--- src/rtl/tj_pkg.sv ---
package tj_pkg;
  localparam int TJ_IDX_W    = 8;
  localparam int TJ_LINK_MIN = 32;

  typedef enum logic [1:0] {
    ST_IDLE = 2'd0,
    ST_REQ  = 2'd1,
    ST_WAIT = 2'd2,
    ST_DONE = 2'd3
  } tj_state_e;

  typedef struct packed {
    logic                legal;
    logic                link;
    logic [TJ_IDX_W-1:0] idx;
  } tj_dec_t;
endpackage

--- src/rtl/tj_decode.sv ---
module tj_decode
  import tj_pkg::*;
(
  input  logic [15:0] instr,
  output tj_dec_t     dec
);
  logic op_ok;
  logic [TJ_IDX_W-1:0] idx_raw;

  always_comb begin
    op_ok     = (instr[15:13] == 3'b101) && (instr[1:0] == 2'b10) &&
                (instr[12:10] == 3'b000);
    idx_raw   = instr[9:2];
    dec.idx   = idx_raw;
    dec.link  = op_ok && (idx_raw >= TJ_IDX_W'(TJ_LINK_MIN));
    // an index below the split point only fits when bits 9:7 are zero
    dec.legal = op_ok;
  end
endmodule

--- src/rtl/tj_addr.sv ---
module tj_addr
  import tj_pkg::*;
#(
  parameter int XLEN = 32
) (
  input  logic [XLEN-1:0]     base,
  input  logic [TJ_IDX_W-1:0] idx,
  input  logic [XLEN-1:0]     pc,
  output logic [XLEN-1:0]     entry_addr,
  output logic [XLEN-1:0]     ret_addr
);
  localparam int SHIFT = $clog2(XLEN / 8);
  logic [XLEN-1:0] offset;

  always_comb begin
    offset     = {{(XLEN-TJ_IDX_W){1'b0}}, idx} << SHIFT;
    entry_addr = base + offset;
    ret_addr   = pc + XLEN'(2);
  end
endmodule

--- src/rtl/tj_ctrl.sv ---
module tj_ctrl
  import tj_pkg::*;
(
  input  logic      clk,
  input  logic      rst_n,
  input  logic      take,
  input  logic      legal,
  input  logic      req_ready,
  input  logic      rsp_valid,
  output tj_state_e state
);
  tj_state_e nxt;

  always_comb begin
    nxt = state;
    unique case (state)
      ST_IDLE: if (take && legal) nxt = ST_REQ;
      ST_REQ:  if (req_ready)     nxt = ST_WAIT;
      ST_WAIT: if (rsp_valid)     nxt = ST_DONE;
      ST_DONE:                    nxt = ST_IDLE;
      default:                    nxt = ST_IDLE;
    endcase
  end

  always_ff @(posedge clk) begin
    if (!rst_n) state <= ST_IDLE;
    else        state <= nxt;
  end


  req_once_chk: assert property (@(posedge clk) disable iff (!rst_n)
    (state == ST_REQ && req_ready) |=> (state != ST_REQ));

  idle_gap_chk: assert property (@(posedge clk) disable iff (!rst_n)
    (state == ST_DONE) |=> (state == ST_IDLE));
endmodule

--- src/rtl/tj_unit.sv ---
module tj_unit
  import tj_pkg::*;
#(
  parameter int XLEN = 32
) (
  input  logic            clk,
  input  logic            rst_n,
  input  logic            in_valid,
  output logic            in_ready,
  input  logic [15:0]     in_instr,
  input  logic [XLEN-1:0] in_pc,
  input  logic [XLEN-1:0] tbl_base,
  output logic            mem_req_valid,
  input  logic            mem_req_ready,
  output logic [XLEN-1:0] mem_req_addr,
  input  logic            mem_rsp_valid,
  output logic            mem_rsp_ready,
  input  logic [XLEN-1:0] mem_rsp_data,
  output logic            redir_valid,
  output logic [XLEN-1:0] redir_pc,
  output logic            link_we,
  output logic [4:0]      link_rd,
  output logic [XLEN-1:0] link_data
);
  localparam logic [4:0] RA_REG = 5'd1;

  tj_dec_t         dec;
  tj_state_e       state;
  logic [XLEN-1:0] ent_addr, ret_addr;
  logic [XLEN-1:0] addr_q, ret_q, tgt_q;
  logic            link_q;
  logic            take;

  tj_decode u_dec (.instr(in_instr), .dec(dec));

  tj_addr #(.XLEN(XLEN)) u_addr (
    .base(tbl_base), .idx(dec.idx), .pc(in_pc),
    .entry_addr(ent_addr), .ret_addr(ret_addr)
  );

  assign take = in_valid && in_ready;

  tj_ctrl u_ctrl (
    .clk(clk), .rst_n(rst_n), .take(take), .legal(dec.legal),
    .req_ready(mem_req_ready), .rsp_valid(mem_rsp_valid), .state(state)
  );

  always_ff @(posedge clk) begin
    if (!rst_n) begin
      addr_q <= '0;
      ret_q  <= '0;
      tgt_q  <= '0;
      link_q <= 1'b0;
    end else begin
      if (take && dec.legal) begin
        addr_q <= ent_addr;
        ret_q  <= ret_addr;
        link_q <= dec.link;
      end
      if (state == ST_WAIT && mem_rsp_valid)
        tgt_q <= {mem_rsp_data[XLEN-1:1], 1'b0};
    end
  end

  always_comb begin
    in_ready      = (state == ST_IDLE);
    mem_req_valid = (state == ST_REQ);
    mem_req_addr  = addr_q;
    mem_rsp_ready = (state == ST_WAIT);
    redir_valid   = (state == ST_DONE);
    redir_pc      = tgt_q;
    link_we       = (state == ST_DONE) && link_q;
    link_rd       = RA_REG;
    link_data     = ret_q;
  end


  req_hold_chk: assert property (@(posedge clk) disable iff (!rst_n)
    (mem_req_valid && !mem_req_ready) |=> (mem_req_valid && $stable(mem_req_addr)));

  redir_time_chk: assert property (@(posedge clk) disable iff (!rst_n)
    (mem_rsp_valid && mem_rsp_ready) |=> redir_valid);

  redir_only_chk: assert property (@(posedge clk) disable iff (!rst_n)
    redir_valid |-> $past(mem_rsp_valid && mem_rsp_ready));

  pc_even_chk: assert property (@(posedge clk) disable iff (!rst_n)
    redir_valid |-> (redir_pc[0] == 1'b0));

  link_pair_chk: assert property (@(posedge clk) disable iff (!rst_n)
    link_we |-> redir_valid);

  busy_chk: assert property (@(posedge clk) disable iff (!rst_n)
    $onehot0({in_ready, mem_req_valid, mem_rsp_ready, redir_valid}));
endmodule

--- config.mk ---
export PLATFORM = sky130hd
export DESIGN_NAME = tj_unit
export DESIGN_NICKNAME = d
export VERILOG_FILES = /design/src/rtl/tj_pkg.sv /design/src/rtl/tj_decode.sv /design/src/rtl/tj_addr.sv /design/src/rtl/tj_ctrl.sv /design/src/rtl/tj_unit.sv
export SDC_FILE = /design/constraint.sdc
export NUM_CORES = 1
export LEC_CHECK = 0
export BUFFER_PORTS_ARGS = -buffer_cell sky130_fd_sc_hd__clkbuf_2
export CAP_MARGIN = 20
export CORE_ASPECT_RATIO = 1.25
export CORE_UTILIZATION = 49
export CTS_CLUSTER_DIAMETER = 120
export DETAILED_ROUTE_END_ITERATION = 12
export PLACE_DENSITY = 0.81
export SLEW_MARGIN = 20
export SYNTH_ARGS = -nofsm -noshare
export SYNTH_HDL_FRONTEND = slang
export SYNTH_HIERARCHICAL = 1
export SYNTH_SLANG_ARGS = --single-unit
--- constraint.sdc ---
create_clock -name clk -period 3 [get_ports clk]
set_input_delay 0.6 -clock clk [delete_from_list [all_inputs] [get_ports clk]]
set_output_delay 0.6 -clock clk [all_outputs]
set_load 0.01 [all_outputs]
Word level (Yosys, flattened, before mapping). Cells that the tools add are included.

Register bits: 98. Bits of input ports: 117. Output and inout port bits: 106. Word-level logic and storage cells: 30.

Add/subtract/negate cells: 2. Magnitude comparators: 1. Equal/unequal tests: 8. Multiplexer cells: 4. Reductions and logical operators: 10.

Operators by type and width (number): $add 32x10->32 (1); $add 32x2->32 const B (1); $ge 8x6->1 const B (1); $pmux 2 s4 (1); $logic_and 1x1->1 (7); $eq 2x2->1 const B (3); $mux 2 (3); $ne 2x1->1 const B (2); $eq 3x3->1 const B (1); $logic_not 3->1 (1); $reduce_and 3->1 (1); $eq 2x1->1 const B (1); $logic_not 2->1 (1); $ne 2x2->1 const B (1).

Logic depth before layout (Yosys ltp).
Depth in word-level cells: 6. Depth in mapped cells: 12. Gate-level depth less buffers: 10.

Hierarchy. The synthesis kept the hierarchy.

By module, submodules not included: tj_unit (instances 1, cells an instance 432, area an instance 3953.8 um^2, seq. area each 1921.8 um^2); tj_addr (instances 1, cells an instance 202, area an instance 1333.8 um^2, seq. area each 0.0 um^2); tj_ctrl (instances 1, cells an instance 16, area an instance 147.6 um^2, seq. area each 40.0 um^2); tj_decode (instances 1, cells an instance 13, area an instance 112.6 um^2, seq. area each 0.0 um^2).

Least setup slack after synthesis. Ideal clock, no wire load.

Path kind: input to register. From: input port in_instr[2]. To: register addr_q[22], in the netlist mem_req_addr[22]. Setup time: 72 ps. Data arrival time: 2525 ps. Data required time: 2928 ps. Setup slack: 404 ps. Stages: 12. Path buffers: 2. Cells stage by stage: buf_4 ha_1 inv_1 fa_1 nand2b_1 a21o_1 a31o_2 clkbuf_1 nor4_1 xor2_1 nand2_1 mux2i_1.

Word-level cells in the longest chain between the ends: 1.

Ends and longest elaborated chain: from (decl) (line tj_unit.sv:10) `input logic [15:0] in_instr,`; $add 32x10->32 (line tj_addr.sv:17) `entry_addr = base + offset;`; via ent_addr[22] (line tj_unit.sv:29) `logic [XLEN-1:0] ent_addr, ret_addr;`; to (signal assigned) (line tj_unit.sv:56) `addr_q <= ent_addr;`; to (decl) (line tj_unit.sv:30) `logic [XLEN-1:0] addr_q, ret_q, tgt_q;`.

The timed path passes the listed nets, and every way through them passes these cells. A chain may end at the register's enable or synchronous reset.

Worst setup path after layout.
From: input port tbl_base[2]. To: register addr_q[30], in the netlist mem_req_addr[30].

Word-level cells in the longest chain between the ends: 1.

Ends and longest elaborated chain: from (decl) (line tj_unit.sv:12) `input logic [XLEN-1:0] tbl_base,`; $add 32x10->32 (line tj_addr.sv:17); via ent_addr[30] (line tj_unit.sv:29).

The timed path passes the listed nets, and every way through them passes these cells.

==> key figures <==
Run status
  • Outcome: complete, no violations

Min path
  • Hold path start: redir_pc[9]
  • Hold EP: redir_pc[9]
  • Min-delay worst type: reg -> reg
  • Hold depth: 2

Layout
  • Fillcell total: 1,033
  • Final net count: 977
  • Area added between synthesis and finish: 23.1%
  • Diodes inserted: 0
  • Non-Filler Instances: 987
  • Share of cells above drive strength 1: 0.293
  • Post-layout util: 0.616

Power and ir drop
  • VDD IR max: 0.300 mV
  • P per Cell Area: 420 mW/mm^2
  • Pleak: 3.01 nW

STA
  • Final hold vios: 0
  • Setup Viol. Count Final: 0
  • Crit share post-route: 0.787
  • Max-slew violation count: 0
  • RSZ-0062 raised after global routing: false
  • Worst Skew: 0.00760 ns
  • Final min period: 2.36 ns
  • Slew HR: 0.632
  • Setup_tns: 0 ns
  • FMAX: 424 MHz
  • Worst Max-Slew Pin Slew: 0.552 ns

Routing
  • DRC Markers: 0
  • Drt wl/cell: 12.2 um
  • Vias per cell: 4.91
  • DRT Pass-1 Iters: 5
  • DR vias: 4,846
  • Final antenna-violating net count: 0
  • Total Routed Length: 12,100 um
  • Initial DRC count: 179

GRT
  • Initial antenna violation count: 0
  • Met1 Use GR: 0.241
  • Vias in the first global route: 4,268
  • Met3 Use GR: 0.0565
  • GRT Util Overall: 0.202
  • Grt ovf: 0
  • First-pass GRT wire length: 19,600 um
  • Met2 Use GR: 0.352
  • Grt peak-use layer: met2
  • Largest net degree at the start of global routing: 103

Yosys
  • Synth Flop Type: dfxtp_1
  • Yosys warning count: 6
  • Post-synth EDFFs: 0
  • Synthesized cell area: 0.00555 mm^2
  • Post-synth cell types: 45
  • Async set-reset flop share out of synthesis: 0
  • Yosys reg bits: 98
  • Gate Count Post-Synth: 663
  • Mapped Avg Cell Area: 8.37 um^2
  • Seq/Total Area, Yosys: 0.354

Clock tree
  • # resized after CTS: 0
  • Clock root buffer: clkbuf_16
  • TritonCTS Buffers: 9
  • Skew-Pair Late Insertion Delay: 0.34 ns
  • CTS H-Tree Depth: 3
  • Clock sinks: 98
  • Clk buf depth: 2
  • Hold-fix buffers, CTS: 0
  • CTS clock-pin slew for the worst setup and hold paths: 0.07 ns
  • Setup Buffers After CTS: 0
  • CTS tree: built

Floorplan
  • Die W: 97.2 um
  • Core ar.: 0.0111 mm^2
  • I/O pin cnt: 223
  • Die Y: 121 um
  • Initial Util: 0.501
  • Die area: 0.0118 mm^2
  • Row count: 43

Worst setup path
  • Worst Setup Path Type: in -> reg
  • CP Capture Type: flop
  • Worst setup SP type: input pin
  • Worst path required time: 3.27 ns
  • Crit path DAT: 2.63 ns
  • Reg2reg path depth: 3
  • Reg2reg setup slack: 1.33 ns
  • Max FO, Critical Path: 9
  • Reg-to-reg endpoint: redir_pc[10]
  • Reg-to-reg critical path startpoint: u_ctrl/state[1]

Placement
  • Port Buffers: 215
  • DP HPWL: 9000 um
  • GPL Wtd Cong: 0.831
  • Dpl cells: 971

Job
  • Max-Cap Viols: 0
-- logic make-up after synthesis --
family	after synthesis	share of synthesized area
DFF	98	0.354
other	2	0.00135
muxes	97	0.175
adders and majority gates	13	0.0307
buffers and inverters	68	0.0792
and+or+nand+nor	304	0.239
xor gates and xnor gates	57	0.0900
AOI/OAI and AO/OA	24	0.0313
-- cells in the final DEF, fill, tap and decap left out, types with 2 or more instances in the layout --
| cell type | netlist | final |
|---|---|---|
| inv_6 | 0 | 3 |
| nor2_1 | 17 | 17 |
| nor3_1 | 12 | 12 |
| mux2i_1 | 97 | 97 |
| nand2_1 | 218 | 218 |
| xnor2_1 | 29 | 29 |
| o21ai_0 | 2 | 2 |
| a21o_1 | 3 | 3 |
| a31oi_1 | 2 | 2 |
| buf_12 | 6 | 2 |
| a21oi_1 | 5 | 5 |
| dfxtp_1 | 98 | 98 |
| and2_1 | 3 | 3 |
| conb_1 | 2 | 6 |
| or4_4 | 2 | 2 |
| nor2b_1 | 2 | 2 |
| nor4_1 | 6 | 6 |
| ha_1 | 12 | 12 |
| inv_1 | 15 | 15 |
| clkbuf_16 | 0 | 9 |
| nand2b_1 | 4 | 4 |
| or2_2 | 2 | 2 |
| nand4_1 | 8 | 8 |
| buf_4 | 22 | 5 |
| and3_1 | 5 | 5 |
| xor2_1 | 28 | 28 |
| clkbuf_2 | 0 | 214 |
| and4_1 | 2 | 2 |
| nand3_1 | 15 | 15 |
| o211ai_1 | 4 | 4 |
| o21a_1 | 2 | 2 |
-- how the worst max path moves through the flow --
stage | cells past startpoint | from | to
2_1_floorplan | 12 | in_instr[2] | mem_req_addr[22]
3_3_place_gp | 11 | tbl_base[2] | mem_req_addr[28]
3_5_place_dp | 11 | tbl_base[2] | mem_req_addr[30]
4_1_cts | 11 | tbl_base[2] | mem_req_addr[30]
5_1_grt | 11 | tbl_base[2] | mem_req_addr[22]
6_report | 11 | tbl_base[2] | mem_req_addr[30]
-- metrics by stage --
stage	hold WS, ns	instance area, um^2	setup WS, ns	power, mW
final	0.454	6830	0.640	2.87
after global routing	0.467	6830	0.475	3.01
after CTS	0.458	6830	0.649	2.91
after detailed placement	0.443	6510	0.295	1.68
after global placement	0.442	6510	0.339	1.68
after floorplan	0.430	5560	0.404	1.56
-- flip-flops by register name, indices dropped and copies added (netlist names) --
| name | flops |
|---|---|
| link_data | 32 |
| mem_req_addr | 32 |
| redir_pc | 31 |
| u_ctrl/state | 2 |
| link_q | 1 |
-- synthesized netlist by cell type (2+ instances only) --
cell / instances / area (um^2)
and2_1: 3 / 18.8
o211ai_1: 4 / 30.0
conb_1: 2 / 7.51
nor2_1: 17 / 63.8
o21a_1: 2 / 15.0
xnor2_1: 29 / 254
nand3_1: 15 / 75.1
nor2b_1: 2 / 12.5
clkbuf_1: 22 / 82.6
a31oi_1: 2 / 12.5
a21oi_1: 5 / 25.0
nand2b_1: 4 / 25.0
dfxtp_1: 98 / 1960
mux2i_1: 97 / 971
o21ai_0: 2 / 10.0
and4_1: 2 / 17.5
nand4_1: 8 / 50.1
buf_12: 6 / 120
nand2_1: 218 / 818
buf_4: 22 / 165
nor3_1: 12 / 60.1
a21o_1: 3 / 22.5
or2_2: 2 / 12.5
buf_2: 3 / 15.0
and3_1: 5 / 31.3
or4_4: 2 / 22.5
ha_1: 12 / 150
inv_1: 15 / 56.3
xor2_1: 28 / 245
nor4_1: 6 / 37.5
-- power by group --
part | internal (mW) | total, mW | switching [mW] | leakage, nW
registers | 1.30 | 1.31 | 0.00487 | 0.789
clock network | 0.671 | 1.22 | 0.547 | 0.156
logic | 0.156 | 0.346 | 0.189 | 2.07
total | 2.13 | 2.87 | 0.741 | 3.01
-- layer usage --
| metal | vias up | part of all wire | wire (um) |
|---|---|---|---|
| li1 | 2533 | - | - |
| met1 | 2159 | 0.43 | 5230 |
| met2 | 140 | 0.49 | 5900 |
| met3 | 14 | 0.060 | 722 |
| met4 | 0 | 0.016 | 193 |
| met5 | - | 0 | 0 |
-- cell type report --
| type | count | area (um^2) | area share |
|---|---|---|---|
| timing repair buffer | 222 | 1160 | 0.170 |
| inverter | 15 | 56.3 | 0.00825 |
| multi-input combinational | 501 | 3160 | 0.463 |
| sequential | 98 | 1960 | 0.287 |
| clock buffer | 9 | 225 | 0.0330 |
| clock inverter | 7 | 92.6 | 0.0136 |
| tap | 135 | 169 | 0.0247 |
-- critical path: stages --
cell	delay (ns)
clkbuf_2	0.08
ha_1	0.18
inv_1	0.06
fa_1	0.40
nand2b_1	0.19
a21o_1	0.18
a31o_2	0.31
nor4_1	0.26
xor2_1	0.18
nand2_1	0.06
mux2i_1	0.12
(Power assumes the default switching activity.)
